[config.mk]
export PLATFORM = sky130hd
export DESIGN_NAME = isa_clk_gen
export DESIGN_NICKNAME = d
export VERILOG_FILES = /design/src/rtl/isa_div_pkg.sv /design/src/rtl/isa_src_mux.sv /design/src/rtl/isa_period_ctr.sv /design/src/rtl/isa_phase_gen.sv /design/src/rtl/isa_clk_gen.sv
export SDC_FILE = /design/constraint.sdc
export NUM_CORES = 1
export LEC_CHECK = 0
export BUFFER_PORTS_ARGS = -buffer_cell sky130_fd_sc_hd__buf_2
export CAP_MARGIN = 20
export CORE_MARGIN = 2
export CORE_UTILIZATION = 54
export DETAILED_ROUTE_END_ITERATION = 12
export GPL_TIMING_DRIVEN = 1
export PLACE_DENSITY = 0.84
export SYNTH_ARGS = -nofsm -noshare
export SYNTH_HDL_FRONTEND = slang
export SYNTH_SLANG_ARGS = --single-unit
[constraint.sdc]
create_clock -name clk -period 4.6 [get_ports clk]
set_input_delay 0.23 -clock clk [delete_from_list [all_inputs] [get_ports clk]]
set_output_delay 0.23 -clock clk [all_outputs]
set_load 0.005 [all_outputs]
[src/rtl/isa_div_pkg.sv]
package isa_div_pkg;
  localparam int SEL_W = 3;
  localparam int CNT_W = 4;

  typedef logic [SEL_W-1:0] code_t;
  typedef logic [CNT_W-1:0] cnt_t;

  // ticks of the active source in one output period
  function automatic cnt_t period_of(code_t code);
    cnt_t p;
    case (code)
      3'd0: p = cnt_t'(2);
      3'd1: p = cnt_t'(3);
      3'd2: p = cnt_t'(4);
      3'd3: p = cnt_t'(5);
      3'd4: p = cnt_t'(6);
      3'd5: p = cnt_t'(8);
      3'd6: p = cnt_t'(10);
      default: p = cnt_t'(12);
    endcase
    return p;
  endfunction

  // ticks spent high: the larger half of the period
  function automatic cnt_t high_of(code_t code);
    logic [CNT_W:0] p1;
    p1 = {1'b0, period_of(code)} + 1'b1;
    return cnt_t'(p1 >> 1);
  endfunction

  // code 0 counts the reference; every other code counts the divider ticks
  function automatic logic uses_ref(code_t code);
    return (code == '0);
  endfunction
endpackage

[src/rtl/isa_src_mux.sv]
module isa_src_mux
  import isa_div_pkg::*;
(
  input  code_t act_code,
  input  logic  ref_tick,
  input  logic  dbl_tick,
  output logic  tick_act
);
  // the source changes only together with act_code, i.e. at a period end
  always_comb begin
    if (uses_ref(act_code)) tick_act = ref_tick;
    else                    tick_act = dbl_tick;
  end
endmodule

[src/rtl/isa_period_ctr.sv]
module isa_period_ctr
  import isa_div_pkg::*;
(
  input  logic  clk,
  input  logic  rst_n,
  input  logic  tick_act,
  input  code_t sel_code,
  output code_t act_code,
  output cnt_t  cnt,
  output logic  wrap,
  output code_t next_code,
  output cnt_t  next_cnt
);
  localparam code_t RST_CODE = '0;
  localparam cnt_t  RST_CNT  = period_of(RST_CODE) - cnt_t'(1);

  assign wrap      = tick_act && (cnt == period_of(act_code) - cnt_t'(1));
  assign next_code = wrap ? sel_code : act_code;
  assign next_cnt  = wrap ? '0 : cnt + cnt_t'(1);

  always_ff @(posedge clk or negedge rst_n) begin
    if (!rst_n) begin
      act_code <= RST_CODE;
      cnt      <= RST_CNT;
    end else if (tick_act) begin
      act_code <= next_code;
      cnt      <= next_cnt;
    end
  end
endmodule

[src/rtl/isa_phase_gen.sv]
module isa_phase_gen
  import isa_div_pkg::*;
(
  input  logic  clk,
  input  logic  rst_n,
  input  logic  tick_act,
  input  logic  wrap,
  input  code_t next_code,
  input  cnt_t  next_cnt,
  output logic  isa_clk,
  output logic  isa_rise
);
  always_ff @(posedge clk or negedge rst_n) begin
    if (!rst_n) begin
      isa_clk  <= 1'b0;
      isa_rise <= 1'b0;
    end else begin
      isa_rise <= wrap;
      if (tick_act) isa_clk <= (next_cnt < high_of(next_code));
    end
  end
endmodule

[src/rtl/isa_clk_gen.sv]
module isa_clk_gen
  import isa_div_pkg::*;
#(
  parameter int REG_W = 8
) (
  input  logic             clk,
  input  logic             rst_n,
  input  logic [REG_W-1:0] speed_reg,
  input  logic             ref_tick,
  input  logic             dbl_tick,
  output logic             isa_clk,
  output logic             isa_rise
);
  code_t sel_code;
  code_t act_code;
  code_t next_code;
  cnt_t  cnt;
  cnt_t  next_cnt;
  logic  tick_act;
  logic  wrap;
  logic  unused_hi;

  assign sel_code  = speed_reg[SEL_W-1:0];
  assign unused_hi = ^speed_reg[REG_W-1:SEL_W];

  isa_src_mux u_mux (
    .act_code (act_code),
    .ref_tick (ref_tick),
    .dbl_tick (dbl_tick),
    .tick_act (tick_act)
  );

  isa_period_ctr u_ctr (
    .clk       (clk),
    .rst_n     (rst_n),
    .tick_act  (tick_act),
    .sel_code  (sel_code),
    .act_code  (act_code),
    .cnt       (cnt),
    .wrap      (wrap),
    .next_code (next_code),
    .next_cnt  (next_cnt)
  );

  isa_phase_gen u_phase (
    .clk       (clk),
    .rst_n     (rst_n),
    .tick_act  (tick_act),
    .wrap      (wrap),
    .next_code (next_code),
    .next_cnt  (next_cnt),
    .isa_clk   (isa_clk),
    .isa_rise  (isa_rise)
  );
endmodule

Word level (Yosys, flattened, before mapping)
Index checks and enable logic that the tools add are counted.

cells by class
  add/sub/neg operators = 3
  multipliers = 0
  div/mod/pow operators = 0
  magnitude comparators = 1
  eq/ne operators = 13
  shift-type cells = 0
  multiplexer cells = 6
  bitwise gates (word level) = 0
  reductions and logical operators = 3

operators by type and width
  kind                                                                 count
  4-bit case mux with 7 select lines                                   2
  3-bit == test (second input constant)                                6
  3-bit by 2-bit == test with 1-bit output (second input constant)     4
  4-bit two-way mux                                                    2
  3-bit by 1-bit == test with 1-bit output (second input constant)     2
  3-bit zero test                                                      2
  4-bit by 1-bit adder with 5-bit output (second input constant)       1
  4-bit by 1-bit adder with 4-bit output (second input constant)       1
  4-bit == test                                                        1
  4-bit less-than comparator                                           1
  4-bit by 1-bit subtractor with 4-bit output (second input constant)  1
  3-bit two-way mux                                                    1
  1-bit logical AND                                                    1
  1-bit two-way mux                                                    1

storage, ports and cells
  register bits after elaboration = 9
  latch bits = 0
  bits in writable memories = 0
  bits in read-only memories = 0
  word-level logic and storage cells = 30
  memories kept = 0

Depth between registers and ports, before layout
  depth in word-level cells = 11
  mapped depth = 18

By module
Synthesis repeated with hierarchy kept, for this count alone.

unflattened totals
  cell total of the unflattened synthesis = 66
  area total of the unflattened synthesis = 703.2 um^2

modules (own cells, without submodules)
  module          times used  cells an instance  area each (um^2)  sequential area each (um^2)
  isa_period_ctr  1           45                 494.2             176.4
  isa_phase_gen   1           19                 187.7             50.0
  isa_src_mux     1           2                  21.3              0.0

Worst setup path after synthesis
Ideal clock, no wire load.

  kind = flip-flop to flip-flop
  start = reg u_ctr.act_code[2]
  end = reg u_phase.isa_clk
  setup time = 0.126 ns
  arrival time = 3.626 ns
  data required time = 4.474 ns
  path slack = 0.848 ns
  cell stages (with the launch flop) = 18
  clock period less this slack = 3.752 ns
  path through = dfrtp_1 > buf_6 > mux2_2 > ha_1 > xnor2_1 > xnor2_2 > xor2_2 > and2_4 > mux2_4 > nor2b_1 > ha_1 > or2_2 > a22o_1 > nand2_1 > xnor2_1 > ha_1 > o21ai_0 > a221o_1

on the way
  longest elaborated chain between the ends = 11
  elaborated cells on any way between the ends = 25
  those cells by class = add/sub (2); order compare (1); eq/ne (13); mux (6); reduce/logical (3)

ends and longest elaborated chain
  what                                         RTL line              text
  start, declared                              isa_period_ctr.sv:8   output code_t act_code,
  start signal, assigned                       isa_period_ctr.sv:26  act_code <= next_code;
  3-bit == test, or another cell as far along  isa_div_pkg.sv:11     case (code)
  4-bit case mux with 7 select lines           isa_div_pkg.sv:11
  4-bit by 1-bit subtractor with 4-bit output  isa_period_ctr.sv:17  assign wrap = tick_act && (cnt == period_of(act_code) - cnt_t'(1));
  4-bit == test                                isa_period_ctr.sv:17
  1-bit logical AND                            isa_period_ctr.sv:17
  3-bit two-way mux                            isa_period_ctr.sv:18  assign next_code = wrap ? sel_code : act_code;
  3-bit == test, or another cell as far along  isa_div_pkg.sv:11
  4-bit case mux with 7 select lines           isa_div_pkg.sv:11
  4-bit two-way mux                            isa_phase_gen.sv:19   if (tick_act) isa_clk <= (next_cnt < high_of(next_code));
  4-bit by 1-bit adder with 5-bit output       isa_div_pkg.sv:27     p1 = {1'b0, period_of(code)} + 1'b1;
  4-bit less-than comparator                   isa_phase_gen.sv:19
  end signal, assigned                         isa_phase_gen.sv:19
  end, declared                                isa_phase_gen.sv:10   output logic isa_clk,

Parallel ways exist; a longest one is shown, timed or not. The select of a mux whose other input is x is not followed.
A chain may end at the register's enable or synchronous reset.

Worst setup path in the final report
Ends and elaborated chain as after synthesis.

==> flow_summary.yaml <==
global_routing:
  antenna_found_initial: 0
  grt_overflow_total: 0
  grt_pass1_wl_um: 2663
  grt_pass1_vias: 634
  grt_start_max_net_pins: 13
  grt_usage_pct: 19.65
critical_path:
  crit_required_ns: 4.73
  r2r_end: "u_phase.isa_clk"
  crit_path_end_kind: "flip-flop"
  reg2reg_slack_ns: 0.35
  path_cells: "mux2_2 > ha_1 > xnor2_1 > xnor2_2 > xor2_2 > and2_4 > mux2_4 > nor2b_1 > ha_1 > or2_2 > a22o_1 > nand2_1 > xnor2_1 > ha_1 > o21ai_0 > a221o_1"
  r2r-start: "u_ctr.act_code[2]"
  r2r_cells: 16
  worstSetupStartpoint: "u_ctr.act_code[2]"
  crit_top_cell: "ha_1"
  crit_path_start_kind: "flip-flop"
  crit_arrival_ns: 4.39
  critPathMaxStageDelay_ns: 0.54
  path_class: "flip-flop to flip-flop"
  worstPathMaxFanout: 12
  cp_slowest_cell: "dfrtp_1"
yosys:
  avgSynthCellArea_um2: 10.19
  yosys_warnings: 0
  async_flop_share_pct: 100.0
  synth_top_family_by_area: "compound AO/OA/AOI/OAI gates"
  synthFlopType: "dfrtp_1"
  syn_nets: 100
  ys_seq_area_share_pct: 27.10
  synth_xor_area_share_pct: 10.18
  synth_compound_area_share_pct: 22.46
  synth-edff-count: 0
  syn_inst: 82
  synth-simple-area-share_pct: 20.21
  ys_ff_latch: 9
  netlist-cell-type-count: 42
  synth-adder-area-share_pct: 8.982
  syn_area_um2: 835.8
  synthMuxAreaShare_pct: 7.036
drt:
  vias: 639
  viasPerCell: 5.862
  wl_per_cell_um: 13.68
  drc: 0
  drtPass1Iterations: 4
  routed_wl_um: 1491
  ant_nets: 0
  drt_iter0_drc: 6
placed_design:
  io_buffers: 8
  place.gp.congestion: 0.7864
  place_area_um2: 869.6
  hpwl_um: 1198
  dp_slack_ns: 0.3650
die:
  fp-row-count: 14
  core-area_um2: 1471
  start_util_pct: 56.80
  die_area_um2: 1878
  dieHeight_um: 43.34
  die_w_um: 43.34
  ios: 14
clock_network:
  clock-sinks: 9
  h-tree-depth: 1
  clkTransAtPathRegs_ns: 0.06
  cts_root_buffer: "clkbuf_4"
  post_cts.repair.setup_buffers: 0
  cts_tree: "yes"
  clk_latency_ns: 0.26
  cts_made_buffers: 3
  clk_path_buf_depth: 2
finish:
  nets: 112
  layout-drive-gt1-share_pct: 29.03
  mostFrequentLayoutCells: "buf_2, dfrtp_1, nand2_1, ha_1, xnor2_1"
  areaGrowthSynthToFinish_pct: 8.383
  final_cell_area_um2: 905.9
  diodes: 0
timing:
  worst_slack_ns: 0.3454
  period_minus_slack_ns: 4.255
  rsz0062_at_grt: "false"
  clock_skew_ns: 0.005428
  fmaxAchievable_ghz: 0.2350
  final-setup-viol-count: 0
  maxSlewViolCount: 0
  tightest_slew_ns: 0.7903
  fin_tns_setup_ns: 0
  hold_viol_final: 0
  fin_crit_sh_pct: 92.49
  relSlewSlack_pct: 45.81
  holdWs_ns: 0.2754
worst_hold_path:
  hp-class: "primary input to flip-flop"
  hold_depth: 2
  hp-start: "speed_reg[0]"
  holdPathEnd: "u_ctr.act_code[0]"
pwr:
  leakage_nw: 0.4065
  peakVddDrop_v: 0.0003425
  pwr_density_cell_nw_per_um2: 679.4
flow_run:
  maxCapViolCount: 0
status:
  outcome: "finished, final reports clean"
-- through the flow --
step                instances  util [%]  total power (W)
global placement          104     59.10        0.0005349
global route              109     61.56        0.0006695
detailed placement        104     59.10        0.0005543
finish                    109     61.56        0.0006155
CTS                       109     61.56        0.0006181
floorplan                  82         -        0.0004915
-- cells by family after synthesis --
group,count (synthesis)
muxes,5
DFF,9
AOI/OAI and AO/OA,23
xor gates and xnor gates,8
adders and majority gates,6
and+or+nand+nor,27
buffers and inverters,4
-- per-layer routing --
layer  track usage [%]  up-vias  share of wire, %
li1                  -      328                 -
met1             25.14      297                46
met2             31.34       10                49
met3             2.500        4               1.9
met4             12.73        0               2.7
met5                 0        -                 0
-- state kept, by name, indices dropped and copies added, names as in the netlist --
| name | count |
|---|---|
| u_phase.isa_rise | 1 |
| u_ctr.cnt | 4 |
| u_phase.isa_clk | 1 |
| u_ctr.act_code | 3 |
-- power breakdown --
group,internal [W],leakage [nW],switching [W]
Sequential,0.000113,0.112,0.0000514
Combinational,0.000195,0.280,0.000197
Clock,0.0000333,0.0150,0.0000261
-- critical path: cells and delay by family, from the launching register on --
kind / cells / cell delay (ns)
AND/OR/NAND/NOR: 4 / 0.80
XOR/XNOR: 4 / 0.79
multiplexers: 2 / 0.72
adder cells (fa/ha/maj): 3 / 0.70
AO/OA/AOI/OAI: 3 / 0.59
flip-flops: 1 / 0.54
-- worst max-delay path by stage --
stage / end / slack (ns) / cells after the start
2_1_floorplan: u_phase.isa_clk / 0.85 / 17
3_3_place_gp: u_phase.isa_clk / 0.46 / 16
3_5_place_dp: u_phase.isa_clk / 0.37 / 16
4_1_cts: u_phase.isa_clk / 0.34 / 16
5_1_grt: u_phase.isa_clk / 0.1 / 16
6_report: u_phase.isa_clk / 0.35 / 16
-- Yosys cell counts (3+ instances only) --
cell type	count	area share, %
a21oi_1	3	1.8
dfrtp_1	8	24
ha_1	6	9.0
mux2_2	3	4.0
nand2_1	6	2.7
nand2b_1	3	2.2
nor2_1	3	1.3
o21ai_0	3	1.8
xnor2_1	5	5.2
-- what timing repair did --
| action | in CTS | in global routing |
|---|---|---|
| gates resized for setup | 0 | 0 |
| hold buffers | 1 | 0 |
| endpoints found under the hold margin | 8 | 0 |
-- cell type report --
type / instances / area [µm²]
fill: 129 / 565.5
clock buffer: 4 / 26.28
inverter: 2 / 7.507
multi-input combinational: 69 / 575.6
timing repair buffer: 9 / 50.05
tap: 16 / 20.02
sequential: 9 / 226.5
Note: power is estimated with default switching activity, not from simulation.
